[config.mk]
export PLATFORM = sky130hd
export DESIGN_NAME = strap_resync_seq
export DESIGN_NICKNAME = d
export VERILOG_FILES = /design/src/rtl/strap_resync_pkg.sv /design/src/rtl/resync_step_map.sv /design/src/rtl/resync_defaults.sv /design/src/rtl/resync_ctrl.sv /design/src/rtl/strap_resync_seq.sv
export SDC_FILE = /design/constraint.sdc
export NUM_CORES = 1
export LEC_CHECK = 0
export BUFFER_PORTS_ARGS = -buffer_cell sky130_fd_sc_hd__buf_2
export CELL_PAD_IN_SITES_DETAIL_PLACEMENT = 2
export CELL_PAD_IN_SITES_GLOBAL_PLACEMENT = 2
export CORE_MARGIN = 5
export CORE_UTILIZATION = 25
export CTS_CLUSTER_DIAMETER = 100
export DETAILED_ROUTE_END_ITERATION = 7
export GPL_TIMING_DRIVEN = 0
export PLACE_DENSITY = 0.82
export SYNTH_ARGS = -nofsm -noshare
export SYNTH_HDL_FRONTEND = slang
export SYNTH_SLANG_ARGS = --single-unit
[constraint.sdc]
create_clock -name clk -period 4.08 [get_ports clk]
set_input_delay 0.816 -clock clk [delete_from_list [all_inputs] [get_ports clk]]
set_output_delay 0.816 -clock clk [all_outputs]
set_load 0.02 [all_outputs]
[src/rtl/strap_resync_pkg.sv]
package strap_resync_pkg;
  localparam int STRAP_W      = 16;
  localparam int ADDR_W       = 8;
  localparam int DATA_W       = 32;
  localparam int PHY_GROUPS   = 3;
  localparam int REGS_PER_PHY = 3;
  localparam int FC_PORTS     = 3;
  localparam int NUM_STEPS    = PHY_GROUPS * REGS_PER_PHY + 1 + FC_PORTS;
  localparam int IDX_W        = $clog2(NUM_STEPS);
  localparam int RESTART_BIT  = 9;
  localparam int FC_STRAP_LSB = 12;

  localparam logic [ADDR_W-1:0] PHY_BASE   = 8'h20;
  localparam logic [ADDR_W-1:0] PHY_STRIDE = 8'h10;
  localparam logic [ADDR_W-1:0] LED_ADDR   = 8'h60;
  localparam logic [ADDR_W-1:0] FC_BASE    = 8'h64;

  typedef enum logic [2:0] {
    K_ADV   = 3'd0,
    K_SPEC  = 3'd1,
    K_BASIC = 3'd2,
    K_LED   = 3'd3,
    K_FC    = 3'd4
  } step_kind_e;

  typedef struct packed {
    step_kind_e  kind;
    logic [1:0]  unit;
  } step_t;
endpackage

[src/rtl/resync_step_map.sv]
module resync_step_map
  import strap_resync_pkg::*;
#(
  parameter int N_STEPS = NUM_STEPS,
  parameter int IW      = IDX_W
) (
  input  logic [IW-1:0]     idx_i,
  output step_t             step_o,
  output logic [ADDR_W-1:0] addr_o
);
  localparam int PHY_STEPS = PHY_GROUPS * REGS_PER_PHY;

  always_comb begin
    int i;
    int g;
    int r;
    i = int'(idx_i);
    step_o = '{kind: K_LED, unit: 2'd0};
    addr_o = LED_ADDR;
    if (i < PHY_STEPS) begin
      g = i / REGS_PER_PHY;
      r = i % REGS_PER_PHY;
      step_o.unit = 2'(g);
      addr_o = PHY_BASE + ADDR_W'(g) * PHY_STRIDE;
      case (r)
        0: begin step_o.kind = K_ADV;   addr_o = addr_o + 8'h04; end
        1: begin step_o.kind = K_SPEC;  addr_o = addr_o + 8'h08; end
        default: step_o.kind = K_BASIC;
      endcase
    end else if (i > PHY_STEPS && i < N_STEPS) begin
      step_o.kind = K_FC;
      step_o.unit = 2'(i - PHY_STEPS - 1);
      addr_o = FC_BASE + ADDR_W'(4 * (i - PHY_STEPS - 1));
    end
  end
endmodule

[src/rtl/resync_defaults.sv]
module resync_defaults
  import strap_resync_pkg::*;
(
  input  step_t              step_i,
  input  logic [STRAP_W-1:0] straps_i,
  output logic [DATA_W-1:0]  data_o
);
  localparam logic [15:0] RESTART_MASK = 16'(1) << RESTART_BIT;

  logic [15:0] adv_w   [PHY_GROUPS];
  logic [15:0] spec_w  [PHY_GROUPS];
  logic [15:0] basic_w [PHY_GROUPS];
  logic [15:0] fc_w    [FC_PORTS];
  logic [15:0] led_w;

  for (genvar g = 0; g < PHY_GROUPS; g++) begin : g_phy
    logic [3:0] nib;
    assign nib        = straps_i[4*g +: 4];
    assign adv_w[g]   = 16'h0001 | {7'b0, nib, 5'b0};
    assign spec_w[g]  = 16'h00E0 | {12'b0, nib};
    assign basic_w[g] = ((nib != 4'b0) ? 16'h1000 : 16'h2100) | RESTART_MASK;
  end

  for (genvar k = 0; k < FC_PORTS; k++) begin : g_fc
    assign fc_w[k] = straps_i[FC_STRAP_LSB + k] ? 16'h0006 : 16'h0000;
  end

  assign led_w = 16'h0030 | {4'b0, straps_i[15:12], 8'b0};

  always_comb begin
    logic [15:0] w;
    w = 16'h0000;
    case (step_i.kind)
      K_ADV:   if (int'(step_i.unit) < PHY_GROUPS) w = adv_w[step_i.unit];
      K_SPEC:  if (int'(step_i.unit) < PHY_GROUPS) w = spec_w[step_i.unit];
      K_BASIC: if (int'(step_i.unit) < PHY_GROUPS) w = basic_w[step_i.unit];
      K_LED:   w = led_w;
      K_FC:    if (int'(step_i.unit) < FC_PORTS) w = fc_w[step_i.unit];
      default: w = 16'h0000;
    endcase
    data_o = {{(DATA_W-16){1'b0}}, w};
  end
endmodule

[src/rtl/resync_ctrl.sv]
module resync_ctrl
  import strap_resync_pkg::*;
#(
  parameter int N_STEPS = NUM_STEPS,
  parameter int IW      = IDX_W
) (
  input  logic               clk,
  input  logic               rst_n,
  input  logic               start_i,
  input  logic [STRAP_W-1:0] straps_i,
  input  logic               ready_i,
  output logic               busy_o,
  output logic [IW-1:0]      idx_o,
  output logic [STRAP_W-1:0] snap_o,
  output logic               done_o
);
  localparam logic [IW-1:0] LAST = IW'(N_STEPS - 1);

  always_ff @(posedge clk) begin
    if (!rst_n) begin
      busy_o <= 1'b0;
      idx_o  <= '0;
      snap_o <= '0;
      done_o <= 1'b0;
    end else begin
      done_o <= 1'b0;
      if (!busy_o) begin
        if (start_i) begin
          busy_o <= 1'b1;
          idx_o  <= '0;
          snap_o <= straps_i;
        end
      end else if (ready_i) begin
        if (idx_o == LAST) begin
          busy_o <= 1'b0;
          done_o <= 1'b1;
        end else begin
          idx_o <= idx_o + 1'b1;
        end
      end
    end
  end

  assert_idx_hold_R7: assert property (@(posedge clk) disable iff (!rst_n)
    busy_o && !ready_i |=> busy_o && $stable(idx_o));
  assert_snap_frozen_R10: assert property (@(posedge clk) disable iff (!rst_n)
    busy_o |=> $stable(snap_o));
  assert_done_single_R9: assert property (@(posedge clk) disable iff (!rst_n)
    done_o |=> !done_o);
  assert_done_after_run_R9: assert property (@(posedge clk) disable iff (!rst_n)
    done_o |-> !busy_o && $past(busy_o));
  assert_start_ignored_R8: assert property (@(posedge clk) disable iff (!rst_n)
    busy_o && start_i && !ready_i |=> $stable(idx_o) && $stable(snap_o));
endmodule

[src/rtl/strap_resync_seq.sv]
module strap_resync_seq
  import strap_resync_pkg::*;
(
  input  logic               clk,
  input  logic               rst_n,
  input  logic               start_i,
  input  logic [STRAP_W-1:0] straps_i,
  output logic               wr_valid_o,
  output logic [ADDR_W-1:0]  wr_addr_o,
  output logic [DATA_W-1:0]  wr_data_o,
  input  logic               wr_ready_i,
  output logic               done_o
);
  logic               busy;
  logic [IDX_W-1:0]   idx;
  logic [STRAP_W-1:0] snap;
  step_t              step;

  resync_ctrl #(.N_STEPS(NUM_STEPS), .IW(IDX_W)) u_ctrl (
    .clk      (clk),
    .rst_n    (rst_n),
    .start_i  (start_i),
    .straps_i (straps_i),
    .ready_i  (wr_ready_i),
    .busy_o   (busy),
    .idx_o    (idx),
    .snap_o   (snap),
    .done_o   (done_o)
  );

  resync_step_map #(.N_STEPS(NUM_STEPS), .IW(IDX_W)) u_map (
    .idx_i  (idx),
    .step_o (step),
    .addr_o (wr_addr_o)
  );

  resync_defaults u_defs (
    .step_i   (step),
    .straps_i (snap),
    .data_o   (wr_data_o)
  );

  assign wr_valid_o = busy;

  assert_hold_R7: assert property (@(posedge clk) disable iff (!rst_n)
    wr_valid_o && !wr_ready_i |=> wr_valid_o && $stable(wr_addr_o) && $stable(wr_data_o));
  assert_restart_bit_R5: assert property (@(posedge clk) disable iff (!rst_n)
    wr_valid_o && step.kind == K_BASIC |-> wr_data_o[RESTART_BIT]);
  assert_upper_zero_R3: assert property (@(posedge clk) disable iff (!rst_n)
    wr_valid_o |-> wr_data_o[DATA_W-1:16] == '0);
  assert_no_valid_at_done_R9: assert property (@(posedge clk) disable iff (!rst_n)
    done_o |-> !wr_valid_o);
endmodule

==> flow_summary_export.csv, run 1 <==
group,metric,value,unit
min_path,hp-class,"register to register",
setup_path,cp-start-kind,"register",
yosys,syn_inst,279,
timing,period_minus_slack,4.09,ns
setup_path,r2r-start,"u_ctrl.idx_o[0]$_SDFFE_PN0P_",
routing,wl_per_cell,20.1,µm
routing,ant_nets,0,
setup_path,required,3.26,ns
clock_tree,cts_num_sinks,22,
grt,antenna_found_initial,0,
timing,slew_headroom,26.8,%
final_layout,antenna_cells,0,
power_and_ir_drop,leakagePower,1.31,nW
setup_path,crit_start,"u_ctrl.idx_o[2]$_SDFFE_PN0P_",
timing,fin_ws,-0.0132,ns
setup_path,cp-end-kind,"output port",
run_status,violations,"negative setup slack",
power_and_ir_drop,power.density,202,nW/µm²
yosys,synth_edf_count,0,
clock_tree,cts_buffer_depth,2,
routing,vias,2395,
yosys,yosys-top-cells-area,"dfxtp_1 (21%), nand2_1 (9.6%), buf_4 (7.6%)",
routing,via_per_inst,5.12,
floorplan,top_level_ports,62,
clock_tree,htreeDepth,1,
clock_tree,clk_pin_slew_worst_paths,0.11,ns
min_path,hold_path_depth,2,
timing,grt_setup_unrepaired,"yes",
grt,grt_pass1_wl,13800,µm
placed_design,dpl.hpwl,5830,µm
grt,gr-total-overflow,0,
final_layout,sequential_cell_area,453,µm²
min_path,hold_start,"u_ctrl.snap_o[15]$_SDFFE_PN0P_",
floorplan,rows,33,
setup_path,r2r-end,"u_ctrl.idx_o[0]$_SDFFE_PN0P_",
routing,dr.pass1.iters,4,
final_layout,utilization,37.1,%
timing,hold_viol_final,0,
timing,final_max_slew_viol_count,0,
placed_design,port_buffers,41,
timing,hold_ws,0.485,ns
timing,max_freq,244,MHz
clock_tree,cts_tree,"built",
grt,track_usage,17.2,%
timing,setup_violations,2,
power_and_ir_drop,vdd_drop_max,0.117,mV
setup_path,reg2regPathDepth,9,
yosys,netlist.area_leader.share,21.3,%
yosys,avgSynthCellArea,7.40,µm²
final_layout,nets,394,
final_layout,final_common_cell,"nand2_1",
final_layout,area_delta_synth_final,46.3,%
yosys,ys_seq_elements,22,
yosys,post-synth-top-area-cell,"dfxtp_1",
timing,skew,0.0147,ns
grt,grt_pass1_vias,2617,
grt,grt_max_degree,14,
yosys,synth_ff_type,"dfxtp_1",
floorplan,die_y,101,µm
timing,layout_worst_path_cycle_share,100,%
routing,post-route-drc-count,0,
clock_tree,cts_root_buf,"clkbuf_8",
final_layout,drive_gt1_share,39.4,%
clock_tree,clk_latency,0.29,ns
final_layout,fillers,948,
yosys,synth_seq_area_share,21.3,%
setup_path,cp.arrival,3.28,ns
yosys,synth_cell_types,58,
final_layout,final_cell_mix,"nand2_1 (53), buf_4 (44), buf_2 (34), conb_1 (20), dfxtp_1 (18)",
yosys,yosys_warnings,0,
floorplan,die_x,101,µm
final_layout,multi_input_area,1650,µm²
clock_tree,cts_buffers,3,
floorplan,core_area,8130,µm²
floorplan,start_util,25.4,%
setup_path,worstSetupPathType,"register to output port",
job,cap_violations,0,
floorplan,dieArea,10200,µm²
setup_path,r2r_setup_slack,2.02,ns
routing,postRouteWirelength,9410,µm
placed_design,place_congestion,0.832,
yosys,async_flop_share,0,%
min_path,min_to,"u_ctrl.snap_o[15]$_SDFFE_PN0P_",
routing,drt-initial-drc-count,109,
setup_path,path_max_fanout,7,
run_status,run_status,"complete, but fails checks",
yosys,synth_area,2060,µm²
timing,worstMarginPinSlew,1.09,ns
worst max path at each step:
stage | endpoint | slack, ns | depth (start not counted)
finish | wr_data_o[8] | -0.01 | 14
global route | wr_data_o[8] | -0.13 | 14
CTS | wr_data_o[2] | -0.06 | 16
detailed placement | wr_data_o[2] | -0.43 | 14
global placement | wr_data_o[8] | -0.30 | 14
floorplan | wr_data_o[8] | 0.03 | 15
layer usage:
| layer | up-vias | share of wire (%) | routed length [µm] | GRT usage, % |
|---|---|---|---|---|
| met5 | - | 0 | 0 | 0 |
| met4 | 0 | 3.1 | 289 | 4.77 |
| met3 | 21 | 3.1 | 290 | 1.59 |
| met2 | 64 | 54 | 5110 | 33.2 |
| met1 | 1197 | 40 | 3720 | 19.8 |
| li1 | 1113 | - | - | - |
flip-flops by register name, summed over array words and instances (netlist names):
register / cells
u_ctrl.idx_o: 4
u_ctrl.done_o: 1
u_ctrl.snap_o: 16
u_ctrl.busy_o: 1
stage by stage:
step                      setup TNS [ns]  power [mW]  instance area (µm²)  instances  setup WS [ns]
after floorplan                        0       0.329                 2140        298         0.0253
after global placement             -3.09       0.363                 2480        444         -0.305
after detailed placement           -4.27       0.369                 2480        444         -0.426
after CTS                         -0.219       0.589                 2860        463        -0.0560
after global routing              -0.929       0.629                 3020        468         -0.127
final                            -0.0204       0.609                 3020        468        -0.0132
worst max-delay path, cell delays in order, from the launching register on:
cell	delay (ns)
dfxtp_2	0.34
buf_6	0.13
buf_6	0.11
ha_4	0.22
nand2b_4	0.15
a21oi_4	0.20
buf_4	0.23
mux2i_2	0.35
o211ai_1	0.18
buf_4	0.18
a211oi_4	0.25
buf_6	0.16
a211oi_4	0.04
a221o_1	0.30
buf_6	0.14
power by group:
group	total [mW]	switching, mW	internal (mW)	leakage (nW)
registers	0.235	0.0115	0.223	0.183
clock network	0.223	0.0912	0.132	0.0357
logic	0.152	0.0904	0.0613	1.09
cell usage after synthesis (3+ instances only):
| cell type | n |
|---|---|
| buf_4 | 21 |
| ha_1 | 10 |
| o21ai_0 | 13 |
| buf_2 | 4 |
| nor2_1 | 18 |
| xnor2_1 | 6 |
| o22ai_1 | 4 |
| inv_1 | 6 |
| clkbuf_1 | 8 |
| a21boi_0 | 17 |
| nand2b_1 | 3 |
| nand2_1 | 53 |
| a211oi_2 | 3 |
| dfxtp_1 | 22 |
| o211ai_1 | 3 |
| buf_6 | 3 |
| and2_1 | 3 |
| nor2b_1 | 6 |
| and3_1 | 4 |
| nand3_1 | 10 |
| nor4_1 | 3 |
| a21oi_1 | 7 |
| a21o_1 | 3 |
| a211oi_1 | 3 |
| a22oi_1 | 4 |
| a31oi_1 | 4 |
repair_timing:
action                     in CTS  in global routing
gates resized for setup        58                 28
setup buffers                  16                  8
hold buffers                    0                  0
pin swaps                      16                 17
setup endpoints to repair      14                 13
cells by family after synthesis:
logic type,share of synthesized area (%)
compound gates,29.5
xor+xnor,2.97
fa+ha+maj,6.06
buf+inv,13.0
flops,21.3
mux,2.06
other cells,0.182
simple gates,24.9
final cells by class:
cell class              instances  share of cell area, %
flip-flops and latches         22                   15.0
well taps                     105                   4.35
repair buffers                 65                   14.2
clock inverters                 1                  0.995
clock buffers                   3                   1.37
multi-input cells             233                   54.8
plain buffers                  33                   8.25
inverters                       6                   1.04
(Power assumes the default switching activity.)
==> run 2, diff against run 1 <==
CELL_PAD_IN_SITES_DETAIL_PLACEMENT = not set   (was 2)
CELL_PAD_IN_SITES_GLOBAL_PLACEMENT = not set   (was 2)
PLACE_DENSITY = 0.56   (was 0.82)
clock period = 3.6 ns   (was 4.08 ns; I/O delays follow)
==> run 2 against run 1 <==
Effect of this change: the flow still finishes with violations (negative setup slack); sequential share of layout area shrank 0.37 points; first-iteration DRC count down 31%; clock skew down 0.0058 ns.
==> flow_summary_export.csv, run 2 (same netlist as run 1, synthesis figures left out) <==
group,metric,value,unit
grt,grt_pass1_wl,10100,µm
power_and_ir_drop,leakagePower,1.35,nW
timing,worstMarginPinSlew,0.965,ns
routing,via_per_inst,4.61,
final_layout,utilization,38.3,%
placed_design,preCtsSetupSlack,-0.518,ns
final_layout,final_cell_mix,"nand2_1 (53), buf_4 (49), buf_2 (28), conb_1 (20)",
power_and_ir_drop,p_sw_share,30.4,%
floorplan,die_y,101,µm
routing,dr.pass1.iters,4,
routing,wl_per_cell,13.2,µm
grt,use_met2,21.6,%
routing,drt-initial-drc-count,75,
floorplan,die_x,101,µm
routing,post-route-drc-count,0,
grt,grt_max_degree,13,
timing,slew_headroom,35.1,%
setup_path,cp.arrival,3.15,ns
run_status,run_status,"complete, but fails checks",
timing,final_max_slew_viol_count,0,
final_layout,largest_register_ffs,16,
timing,tns,-2.93,ns
final_layout,final_common_cell,"nand2_1",
placed_design,dpl.hpwl,4630,µm
timing,skew,0.00898,ns
routing,postRouteWirelength,6270,µm
power_and_ir_drop,power_frac_clock,29.5,%
grt,gr-total-overflow,0,
floorplan,start_util,25.4,%
final_layout,top_register,"u_ctrl.snap_o",
floorplan,core_area,8130,µm²
grt,met1_usage,14.6,%
power_and_ir_drop,power.density,197,nW/µm²
final_layout,antenna_cells,0,
timing,hold_viol_final,0,
floorplan,rows,33,
grt,track_usage,12.1,%
final_layout,drive_gt1_share,39.7,%
clock_tree,cts_buffers,3,
clock_tree,cts_buffer_depth,2,
run_status,violations,"negative setup slack",
power_and_ir_drop,p_sw,0.186,mW
power_and_ir_drop,power_frac_comb,27.5,%
timing,fin_ws,-0.273,ns
clock_tree,cts_num_sinks,22,
clock_tree,cts_root_buf,"clkbuf_8",
setup_path,cp-end-kind,"output port",
grt,busiest_layer,"met2",
floorplan,top_level_ports,62,
setup_path,worstSetupPathType,"register to output port",
final_layout,top_regs,"u_ctrl.snap_o (16), u_ctrl.idx_o (4)",
timing,layout_worst_path_cycle_share,108,%
final_layout,nets,401,
final_layout,area_delta_synth_final,50.8,%
timing,grt_setup_unrepaired,"yes",
min_path,hp-class,"register to register",
setup_path,reg2regPathDepth,9,
job,cap_violations,0,
routing,vias,2190,
grt,grt_pass1_vias,2192,
routing,ant_nets,0,
timing,max_freq,258,MHz
timing,period_minus_slack,3.87,ns
power_and_ir_drop,pwr-share-seq,43.0,%
min_path,hold_path_depth,2,
clock_tree,clk_latency,0.27,ns
power_and_ir_drop,vdd_drop_max,0.141,mV
power_and_ir_drop,p_int,0.427,mW
clock_tree,clk_pin_slew_worst_paths,0.09,ns
setup_path,path_max_fanout,5,
placed_design,port_buffers,41,
clock_tree,cts_tree,"built",
clock_tree,htreeDepth,1,
setup_path,required,2.88,ns
grt,met3_usage,1.66,%
final_layout,multi_input_area,1670,µm²
placed_design,place_congestion,0.878,
final_layout,fillers,825,
timing,setup_violations,13,
final_layout,sequential_cell_area,455,µm²
floorplan,dieArea,10200,µm²
grt,antenna_found_initial,0,
setup_path,cp-start-kind,"register",
-- run 2: cell count changes in the layout (fill, tap and decap cells not counted), moves of 2 or more --
cell / delta
nor3_1: -2
nor3_4: +2
a211oi_1: -2
clkbuf_8: +2
buf_2: -6
a211oi_2: +4
buf_6: +7
buf_4: +5
mux2i_1: +2
mux2i_2: -2
a211oi_4: -2
-- run 2: layout make-up --
| type | count | area share, % |
|---|---|---|
| Buffer | 33 | 8.04 |
| Clock buffer | 4 | 1.77 |
| Inverter | 6 | 1.01 |
| Multi-Input combinational cell | 233 | 53.5 |
| Sequential cell | 22 | 14.6 |
| Tap cell | 105 | 4.22 |
| Timing Repair Buffer | 72 | 16.8 |
-- run 2: what timing repair did --
action	4_1_cts	5_1_grt
pin swaps	26	13
gates cloned	1	0
hold buffers	0	0
setup endpoints to repair	14	13
resized for setup	54	20
buffers inserted	18	12
-- run 2: through the flow --
step	hold slack, ns	std cells	power [mW]	cell area (µm²)
2_1_floorplan	0.439	298	0.376	2230
3_3_place_gp	0.450	444	0.412	2560
3_5_place_dp	0.452	444	0.412	2560
4_1_cts	0.464	464	0.610	2930
5_1_grt	0.519	475	0.645	3110
6_report	0.459	475	0.613	3110
-- run 2: power by group through the flow --
stage          logic [mW]  registers (mW)  clock network [mW]
6_report            0.168           0.264               0.181
2_1_floorplan       0.107           0.269                   0
5_1_grt             0.185           0.266               0.194
3_5_place_dp        0.141           0.271                   0
3_3_place_gp        0.141           0.271                   0
4_1_cts             0.161           0.264               0.186
-- run 2: critical path, stage by stage, from the launching register on --
cell and delay, ns:
dfxtp_4 0.36, buf_8 0.13, inv_6 0.08, nor2_4 0.05, ha_4 0.18, a211oi_4 0.25
a21oi_4 0.07, xnor2_2 0.14, ha_2 0.20, inv_2 0.07, o211a_1 0.20, o211ai_1 0.11
buf_4 0.18, buf_4 0.12, clkbuf_4 0.16, a211oi_2 0.24, and3_1 0.22, buf_6 0.13
-- run 2: routing by layer --
metal | part of all wire [%] | wire length, µm
met5 | 0 | 0
met4 | 2.7 | 171
met3 | 4.6 | 291
met2 | 50 | 3170
met1 | 42 | 2640
-- run 2: worst paths after layout --
check                                       from                              to  slack, ns
hold reg to reg   u_ctrl.snap_o[15]$_SDFFE_PN0P_  u_ctrl.snap_o[15]$_SDFFE_PN0P_       0.46
setup / recovery    u_ctrl.idx_o[2]$_SDFFE_PN0P_                   wr_data_o[12]      -0.27
hold / removal    u_ctrl.snap_o[15]$_SDFFE_PN0P_  u_ctrl.snap_o[15]$_SDFFE_PN0P_       0.46
setup reg to reg    u_ctrl.idx_o[0]$_SDFFE_PN0P_    u_ctrl.idx_o[0]$_SDFFE_PN0P_       1.59
==> run 3, diff against run 2 <==
MAX_ROUTING_LAYER = met4   (was not set)
SYNTH_HIERARCHICAL = 1   (was not set)
==> run 3 against run 2 <==
Effect of this change: the flow still finishes with violations (negative setup slack); final area up 13%; count of clock-buffer cells in the layout unchanged; core utilization up 1.8 points; combinational power up 11%; clock skew down 0.0018 ns; synthesized cell count up 9.0%; first-iteration DRC count up 47%; flip-flop and latch count unchanged; worst hold slack better by 0.019 ns; maximum frequency down 13%; clock power down 16%; critical path type unchanged.
==> flow_summary_export.csv, run 3 <==
group,metric,value,unit
run_status,run_status,"complete, but fails checks",
run_status,violations,"negative setup slack",
floorplan,start_util,25.9,%
clock_tree,htreeDepth,1,
yosys,yosys_warnings,6,
placed_design,placed_area,2820,µm²
grt,antenna_found_initial,0,
clock_tree,clk_pin_slew_worst_paths,0.08,ns
final_layout,antenna_cells,0,
final_layout,drive_gt1_share,46.2,%
yosys,synth_ff_type,"dfxtp_1",
floorplan,die_y,106,µm
power_and_ir_drop,total_power,0.603,mW
yosys,syn_inst,304,
grt,track_usage,12.6,%
timing,hold_ws,0.478,ns
routing,ant_nets,0,
routing,via_per_inst,4.87,
clock_tree,cts_num_sinks,22,
routing,wl_per_cell,14.2,µm
placed_design,port_buffers,41,
routing,postRouteWirelength,7200,µm
routing,routed-wl-met2,3710,µm
timing,layout_worst_path_cycle_share,124,%
setup_path,worstSetupPathType,"register to output port",
power_and_ir_drop,vdd_drop_max,0.187,mV
timing,final_max_slew_viol_count,0,
clock_tree,cts_root_buf,"clkbuf_8",
final_layout,top_register,"u_ctrl/snap_o",
timing,period_minus_slack,4.45,ns
final_layout,area_delta_synth_final,54.4,%
final_layout,top_regs,"u_ctrl/snap_o (16), u_ctrl/idx_o (4)",
floorplan,dieArea,11100,µm²
final_layout,sequential_cell_area,453,µm²
routing,vias,2463,
yosys,synth_cell_types,68,
grt,grt_max_degree,13,
floorplan,rows,34,
final_layout,largest_register_ffs,16,
floorplan,core_area,8810,µm²
final_layout,final_common_cell,"buf_4",
yosys,post-synth-top-area-cell,"dfxtp_1",
power_and_ir_drop,leakagePower,1.47,nW
timing,fin_ws,-0.851,ns
routing,highest_layer,"met4",
clock_tree,cts_buffer_depth,2,
yosys,avgSynthCellArea,7.51,µm²
timing,worstMarginPinSlew,0.605,ns
yosys,async_flop_share,0,%
final_layout,nets,430,
timing,skew,0.00716,ns
timing,max_freq,225,MHz
placed_design,dpl.hpwl,5120,µm
final_layout,multi_input_area,1960,µm²
timing,grt_setup_unrepaired,"yes",
timing,hold_viol_final,0,
routing,drt-initial-drc-count,110,
grt,gr-total-overflow,0,
final_layout,final_cell_mix,"buf_4 (57), nand2_1 (44), buf_2 (25), a21oi_1 (24)",
grt,grt_pass1_vias,2510,
setup_path,cp-start-kind,"register",
final_layout,design_area,3530,µm²
grt,grt_pass1_wl,11600,µm
clock_tree,cts_tree,"built",
min_path,hp-class,"register to register",
yosys,ys_seq_elements,22,
clock_tree,cts_buffers,3,
yosys,synth_edf_count,0,
yosys,synthTopCellsByCount,"nand2_1 (46), a21oi_1 (29), buf_4 (26)",
floorplan,die_x,106,µm
final_layout,fillers,889,
floorplan,top_level_ports,62,
routing,met1Wirelength,3160,µm
yosys,netlist.area_leader.share,19.3,%
setup_path,cp-end-kind,"output port",
routing,wl_met3,236,µm
clock_tree,clk_latency,0.26,ns
routing,dr.pass1.iters,4,
yosys,synth_area,2280,µm²
placed_design,place_congestion,0.813,
yosys,yosys-top-cells-area,"dfxtp_1 (19%), buf_4 (8.5%), nand2_1 (7.6%)",
setup_path,required,2.88,ns
setup_path,cp.arrival,3.73,ns
yosys,synth_seq_area_share,19.3,%
setup_path,path_max_fanout,6,
power_and_ir_drop,power.density,171,nW/µm²
timing,setup_violations,16,
yosys,yosysMostFrequentCell,"nand2_1",
job,cap_violations,0,
routing,post-route-drc-count,0,
placed_design,preCtsSetupSlack,-1.35,ns
timing,slew_headroom,59.5,%
clock_tree,cts_hold_buf,0,
## run 3: cell count changes in the layout (fill, tap and decap cells not counted), moves of 8 or more
| cell | delta |
|---|---|
| a21boi_0 | -17 |
| a21oi_1 | +20 |
| buf_4 | +8 |
| inv_1 | +9 |
| nand2_1 | -9 |
| nor2_1 | -9 |
## run 3: final timing paths
kind | endpoint | from | slack, ns | depth (start not counted)
worst max register to register | u_ctrl/idx_o[2]$_SDFFE_PN0P_ | u_ctrl/idx_o[0]$_SDFFE_PN0P_ | 2.10 | 6
worst max-delay path | wr_data_o[7] | u_ctrl/idx_o[0]$_SDFFE_PN0P_ | -0.85 | 16
worst min register to register | u_ctrl/snap_o[0]$_SDFFE_PN0P_ | u_ctrl/snap_o[0]$_SDFFE_PN0P_ | 0.48 | 2
worst min-delay path | u_ctrl/snap_o[0]$_SDFFE_PN0P_ | u_ctrl/snap_o[0]$_SDFFE_PN0P_ | 0.48 | 2
## run 3: through the flow
stage / std cells / TNS [ns] / util, %
3_5_place_dp: 471 / -18.42 / 32.1
6_report: 506 / -10.79 / 40.0
4_1_cts: 505 / -11.15 / 38.0
3_3_place_gp: 471 / -18.35 / 32.1
5_1_grt: 506 / -13.37 / 40.0
2_1_floorplan: 322 / -8.02 / -
## run 3: report_power, final
group	internal, mW	switching (mW)	leakage (nW)
registers	0.253	0.0114	0.183
clock network	0.0787	0.0738	0.0228
logic	0.0848	0.101	1.26
## run 3: worst max-delay path: stages, from the launching register on
cell and delay, ns:
dfxtp_4 0.36, inv_1 0.13, ha_4 0.22, a211o_1 0.34
o21ai_4 0.09, xnor2_2 0.14, inv_2 0.08, ha_4 0.17
inv_4 0.06, o31ai_4 0.08, nor4b_4 0.42, mux2_4 0.34
o31a_1 0.27, clkbuf_8 0.17, a311oi_2 0.28, o21a_2 0.19
buf_6 0.11
## run 3: final cells by class
type,instances,share of cell area [%]
Clock buffer,4,1.28
Buffer,36,8.16
Timing Repair Buffer,75,16.4
Sequential cell,22,12.8
Inverter,16,1.88
Tap cell,108,3.83
Multi-Input combinational cell,245,55.6
## run 3: logic make-up after synthesis
group                      Yosys count  synth area share [%]
AOI/OAI and AO/OA                   84                  26.8
adders and majority gates           11                  6.03
other                                2                 0.329
and+or+nand+nor                    118                  28.2
xor gates and xnor gates             4                  1.53
muxes                                8                  3.56
DFF                                 22                  19.3
buffers and inverters               55                  14.2
## run 3: repair_timing
action                                  in CTS  in global routing
cloned                                       1                  0
resized for setup                           64                 40
pin swaps                                   23                 12
buffers inserted                            31                  3
endpoints found under the setup margin      17                 18
hold endpoints to repair                     0                  0
## run 3: routing by layer
metal | vias to the layer above | track usage, %
met5 | - | -
met2 | 52 | 22.6
met4 | 0 | 2.96
met1 | 1159 | 15.3
li1 | 1244 | -
met3 | 8 | 1.04
